`config.mk`:
```
export PLATFORM = sky130hd
export DESIGN_NAME = ser5_serializer
export DESIGN_NICKNAME = d
export VERILOG_FILES = /design/src/rtl/ser5_pkg.sv /design/src/rtl/ser5_slot_timer.sv /design/src/rtl/ser5_shift_reg.sv /design/src/rtl/ser5_serializer.sv
export SDC_FILE = /design/constraint.sdc
export NUM_CORES = 1
export LEC_CHECK = 0
export ABC_CLOCK_PERIOD_IN_PS = 1350
export BUFFER_PORTS_ARGS = -buffer_cell sky130_fd_sc_hd__buf_4
export CORE_AREA = 2 2 39 41
export CTS_CLUSTER_DIAMETER = 120
export DETAILED_ROUTE_END_ITERATION = 12
export DIE_AREA = 0 0 41 43
export PLACE_DENSITY_LB_ADDON = 0.2
export SLEW_MARGIN = 20
export SYNTH_ARGS = -nofsm -noshare
export SYNTH_HDL_FRONTEND = slang
export SYNTH_HIERARCHICAL = 1
export SYNTH_SLANG_ARGS = --single-unit
```
`constraint.sdc`:
```
create_clock -name clk -period 1.35 [get_ports clk]
set_input_delay 0.27 -clock clk [delete_from_list [all_inputs] [get_ports clk]]
set_output_delay 0.27 -clock clk [all_outputs]
set_load 0.005 [all_outputs]
```
`src/rtl/ser5_pkg.sv`:
```
package ser5_pkg;
    typedef enum logic {
        ST_PRIME = 1'b0,
        ST_RUN   = 1'b1
    } slot_state_t;
endpackage

```
`src/rtl/ser5_slot_timer.sv`:
```
module ser5_slot_timer
    import ser5_pkg::*;
#(
    parameter int WORD_W = 5
) (
    input  logic clk,
    input  logic rst_n,
    output logic take,
    output logic first_bit
);
    localparam int CW = (WORD_W > 1) ? $clog2(WORD_W) : 1;
    localparam logic [CW-1:0] LAST = CW'(WORD_W - 1);

    slot_state_t state_q, state_d;
    logic [CW-1:0] pos_q, pos_d;

    // state register
    always_ff @(posedge clk) begin
        if (!rst_n) begin
            state_q <= ST_PRIME;
            pos_q   <= '0;
        end else begin
            state_q <= state_d;
            pos_q   <= pos_d;
        end
    end

    // next state and outputs
    always_comb begin
        state_d   = state_q;
        pos_d     = pos_q;
        take      = 1'b0;
        first_bit = 1'b0;
        unique case (state_q)
            ST_PRIME: begin
                take    = 1'b1;
                state_d = ST_RUN;      // kickoff
                pos_d   = '0;
            end
            ST_RUN: begin
                first_bit = (pos_q == '0);
                if (pos_q == LAST) begin
                    take  = 1'b1;
                    pos_d = '0;        // next_slot
                end else begin
                    pos_d = pos_q + 1'b1;
                end
            end
            default: state_d = ST_PRIME;
        endcase
    end

    AST_POS_IN_RANGE: assert property (@(posedge clk) disable iff (!rst_n)
        pos_q <= LAST) else $error("position out of range");
endmodule

```
`src/rtl/ser5_shift_reg.sv`:
```
module ser5_shift_reg #(
    parameter int WORD_W = 5
) (
    input  logic              clk,
    input  logic              rst_n,
    input  logic              load,
    input  logic              vld,
    input  logic [WORD_W-1:0] word,
    input  logic              rev,
    output logic              ser
);
    logic [WORD_W-1:0] oriented;
    logic [WORD_W-1:0] sh_q;

    for (genvar i = 0; i < WORD_W; i++) begin : g_orient
        assign oriented[i] = rev ? word[WORD_W-1-i] : word[i];
    end

    always_ff @(posedge clk) begin
        if (!rst_n)
            sh_q <= '0;
        else if (load)
            sh_q <= vld ? oriented : '0;
        else
            sh_q <= sh_q >> 1;
    end

    assign ser = sh_q[0];

    AST_LANE0_LEADS: assert property (@(posedge clk) disable iff (!rst_n)
        (load && vld && !rev) |=> (ser == $past(word[0]))) else $error("lane 0 not first");
    AST_LANE4_LEADS: assert property (@(posedge clk) disable iff (!rst_n)
        (load && vld && rev) |=> (ser == $past(word[WORD_W-1]))) else $error("lane 4 not first");
    AST_ZERO_FILL: assert property (@(posedge clk) disable iff (!rst_n)
        (load && !vld) |=> (sh_q == '0)) else $error("stale word repeated");
endmodule

```
`src/rtl/ser5_serializer.sv`:
```
module ser5_serializer #(
    parameter int WORD_W = 5
) (
    input  logic              clk,
    input  logic              rst_n,
    input  logic              in_vld,
    input  logic [WORD_W-1:0] in_word,
    input  logic              msb_lane_first,
    output logic              load_tick,
    output logic              ser_out,
    output logic              word_start
);
    logic take;
    logic first_bit;

    ser5_slot_timer #(.WORD_W(WORD_W)) u_timer (
        .clk       (clk),
        .rst_n     (rst_n),
        .take      (take),
        .first_bit (first_bit)
    );

    ser5_shift_reg #(.WORD_W(WORD_W)) u_shift (
        .clk   (clk),
        .rst_n (rst_n),
        .load  (take),
        .vld   (in_vld),
        .word  (in_word),
        .rev   (msb_lane_first),
        .ser   (ser_out)
    );

    assign load_tick  = take;
    assign word_start = first_bit;

    AST_TICK_SPACED: assert property (@(posedge clk) disable iff (!rst_n)
        take |=> !take) else $error("back-to-back load");
    AST_START_FOLLOWS: assert property (@(posedge clk) disable iff (!rst_n)
        take |=> first_bit) else $error("start strobe missing");
endmodule

```
==> results.cfg <==
[run_status]
status = finished clean

[hold_path]
min_from = rst_n
min_path_type = input pin to register
holdPathEnd = u_timer/state_q
hold-path-cell-count = 1

[sta]
finalWorstSetupSlack_ns = 0.03374
tightest_slew_ns = 0.1982
finalCriticalPeriod_ns = 1.316
fmax_mhz = 759.7
grt_setup_unrepaired = true
relSlewSlack = 0.8675
finalCritPeriodShare = 0.9750
slew_viol_final = 0
hold_viol = 0
clock_skew_ns = 0.001691
setup-violations-final = 0

[setup_path]
crit_required_ns = 1.08
path_cells = inv_2 > ha_4 > nand2_2 > nand2_2 > buf_4
crit_fanout = 3
regToRegStartpoint = u_timer/pos_q[0]
worstSetupStartpointType = register
ff2ff_setup_slack_ns = 0.13
path_common_cell = nand2_2
critPathKind = register to output pin
worstPathArrival_ns = 1.05
cp-end-kind = output pin
setup.worst_path.start = u_timer/pos_q[0]
timing.critical_path.slowest_stage_cell = dfxtp_2
worstRegToRegCells = 4
timing.rr.end = u_timer/pos_q[2]
max_stage_delay_ns = 0.34

[finish]
drive_above_1_share = 0.5094
area_growth_pct = 46.28
antenna-diode-count = 0
nets = 65
fin_cells = 69

[grt]
grt_max_degree = 6
grt_pass1_wl_mm = 1.104
antenna_found_initial = 0
overflow = 0
grtUsageTotal = 0.09990
grt_pass1_vias = 268

[synthesis]
syn_area_per_cell_um2 = 10.29
yosysTopAreaCell = dfxtp_1
seq_area_frac_synth = 0.4865
synthAdderAreaFrac = 0.06757
yosysUniqueCellTypes = 15
yosys.area.top_type_share = 0.4865
syn_inst = 36
synth_top_family_by_area = simple AND/OR/NAND/NOR gates
synth_mux_area_frac = 0.1081
synth_compound_area_frac = 0.1182
synth_fp_nets = 47
synth_seq_cells = 9
synth_xor_area_frac = 0
synth_area_leaders = dfxtp_1 (49%), mux2i_1 (11%), o2bb2ai_1 (9.5%)
synth_area_um2 = 370.4
synth-warning-count = 6
synthSimpleGateAreaFrac = 0.1757

[die]
die_h_um = 43
rows = 14
start_util = 0.2676
die_area_mm2 = 0.001763
design.core.area_mm2 = 0.001384
die_w_um = 41
ios = 12

[clock_tree]
path_clk_slew_ns = 0.06
clk_path_buf_depth = 2
hold_buffers = 0
cts-root-buf = clkbuf_4
cts.sinks = 9
cts_inserted_buffers = 3
cts_tree = built
htreeDepth = 1
clock_latency_ns = 0.26

[detailed_routing]
ant_nets = 0
num_vias = 290
routed_wl_um = 655
viasPerCell = 4.203
drtIter0Drc = 10
wl_per_cell_um = 9.493
firstDrtPassIters = 4
drc = 0

[power_and_ir_drop]
power_density_mw_per_mm2 = 1041
peakVddDrop_mv = 0.5036
finalPower_mw = 0.5642
leakage_nw = 0.2406

[job]
drv_cap = 0

[placement]
place_hpwl_um = 500.6
place_ws_ns = 0.04539
portBuffers = 11
place.gp.congestion = 0.6908
place_inst = 62
[worst max-delay path, delay by kind of cell, from the launching register on]
family                   cells  cell delay (ns)
AND/OR/NAND/NOR              2             0.12
flip-flops                   1             0.34
buffers and inverters        2             0.17
adder cells (fa/ha/maj)      1             0.15
[power breakdown]
part	total, mW	switching [mW]	leakage [nW]	internal, mW
sequential	0.282	0.00526	0.0745	0.276
combinational	0.0733	0.0293	0.151	0.0440
clock	0.209	0.0953	0.0150	0.114
[layout make-up]
| class | instances | area (um2) |
|---|---|---|
| clock buffers | 4 | 26.28 |
| fillers | 138 | 842.1 |
| inverters | 3 | 11.26 |
| multi-input cells | 23 | 196.4 |
| flip-flops and latches | 9 | 182.7 |
| well taps | 16 | 20.02 |
| repair buffers | 14 | 105.1 |
[through the flow]
step / cell area, um2 / TNS, ns / hold WS (ns) / util
floorplan: 370.4 / 0 / 0.2977 / -
CTS: 536.8 / 0 / 0.1347 / 0.3879
global route: 541.8 / -0.02358 / 0.1304 / 0.3915
detailed placement: 467.9 / 0 / 0.4062 / 0.3382
finish: 541.8 / 0 / 0.1406 / 0.3915
global placement: 467.9 / 0 / 0.4067 / 0.3382
[flip-flops by register name, indices dropped and copies added, names as in the netlist]
signal	flops
u_shift/sh_q	5
u_timer/pos_q	3
u_timer/state_q	1
[what timing repair did]
action | 4_1_cts | 5_1_grt
gates resized for setup | 8 | 2
endpoints found under the setup margin | 2 | 3
cloned | 0 | 0
pin swaps | 4 | 1
setup buffers | 3 | 0
[Yosys cell counts]
| master | count |
|---|---|
| nand2b_1 | 1 |
| nor2_1 | 2 |
| mux2i_1 | 4 |
| and4_1 | 1 |
| nand2_1 | 4 |
| clkbuf_2 | 1 |
| dfxtp_1 | 9 |
| inv_1 | 3 |
| nor3b_1 | 1 |
| o2bb2ai_1 | 4 |
| nor2b_1 | 1 |
| nand3_1 | 1 |
| or3b_1 | 1 |
| a21oi_2 | 1 |
| ha_1 | 2 |
[logic make-up (layout without fill, tap and decap cells)]
logic type               Yosys count  count (layout)
multiplexers                       4               4
flip-flops                         9               9
adder cells (fa/ha/maj)            2               2
buffers and inverters              4              21
AND/OR/NAND/NOR                   12              12
AO/OA/AOI/OAI                      5               5
[cell usage in the layout (no fill, tap or decap)]
master      n
nand2_1     1
o2bb2ai_1   4
dfxtp_2     2
mux2i_1     4
clkbuf_1    1
nand3_1     1
clkbuf_4    3
and4_1      1
or3b_1      1
inv_1       1
inv_2       2
nand2_2     3
nor3b_1     1
nor2_1      2
a21oi_2     1
dfxtp_1     7
buf_4      14
ha_4        1
ha_1        1
nand2b_1    1
nor2b_2     1
[routing by layer]
layer / GRT usage / routed length [um] / vias to the layer above
met5: 0 / 0 / -
li1: - / - / 159
met4: 0.1000 / 17 / 0
met3: 0.04712 / 41 / 4
met2: 0.09063 / 275 / 8
met1: 0.1503 / 321 / 119
[how the worst max path moves through the flow]
| stage | end | slack [ns] | cells past startpoint |
|---|---|---|---|
| after CTS | word_start | 0.03 | 5 |
| final | load_tick | 0.03 | 5 |
| after global placement | u_shift/sh_q[2] | 0.05 | 6 |
| after floorplan | u_shift/sh_q[0] | 0.20 | 6 |
| after global routing | load_tick | -0.02 | 5 |
| after detailed placement | u_shift/sh_q[2] | 0.05 | 6 |
Note: power is estimated with default switching activity, not from simulation.
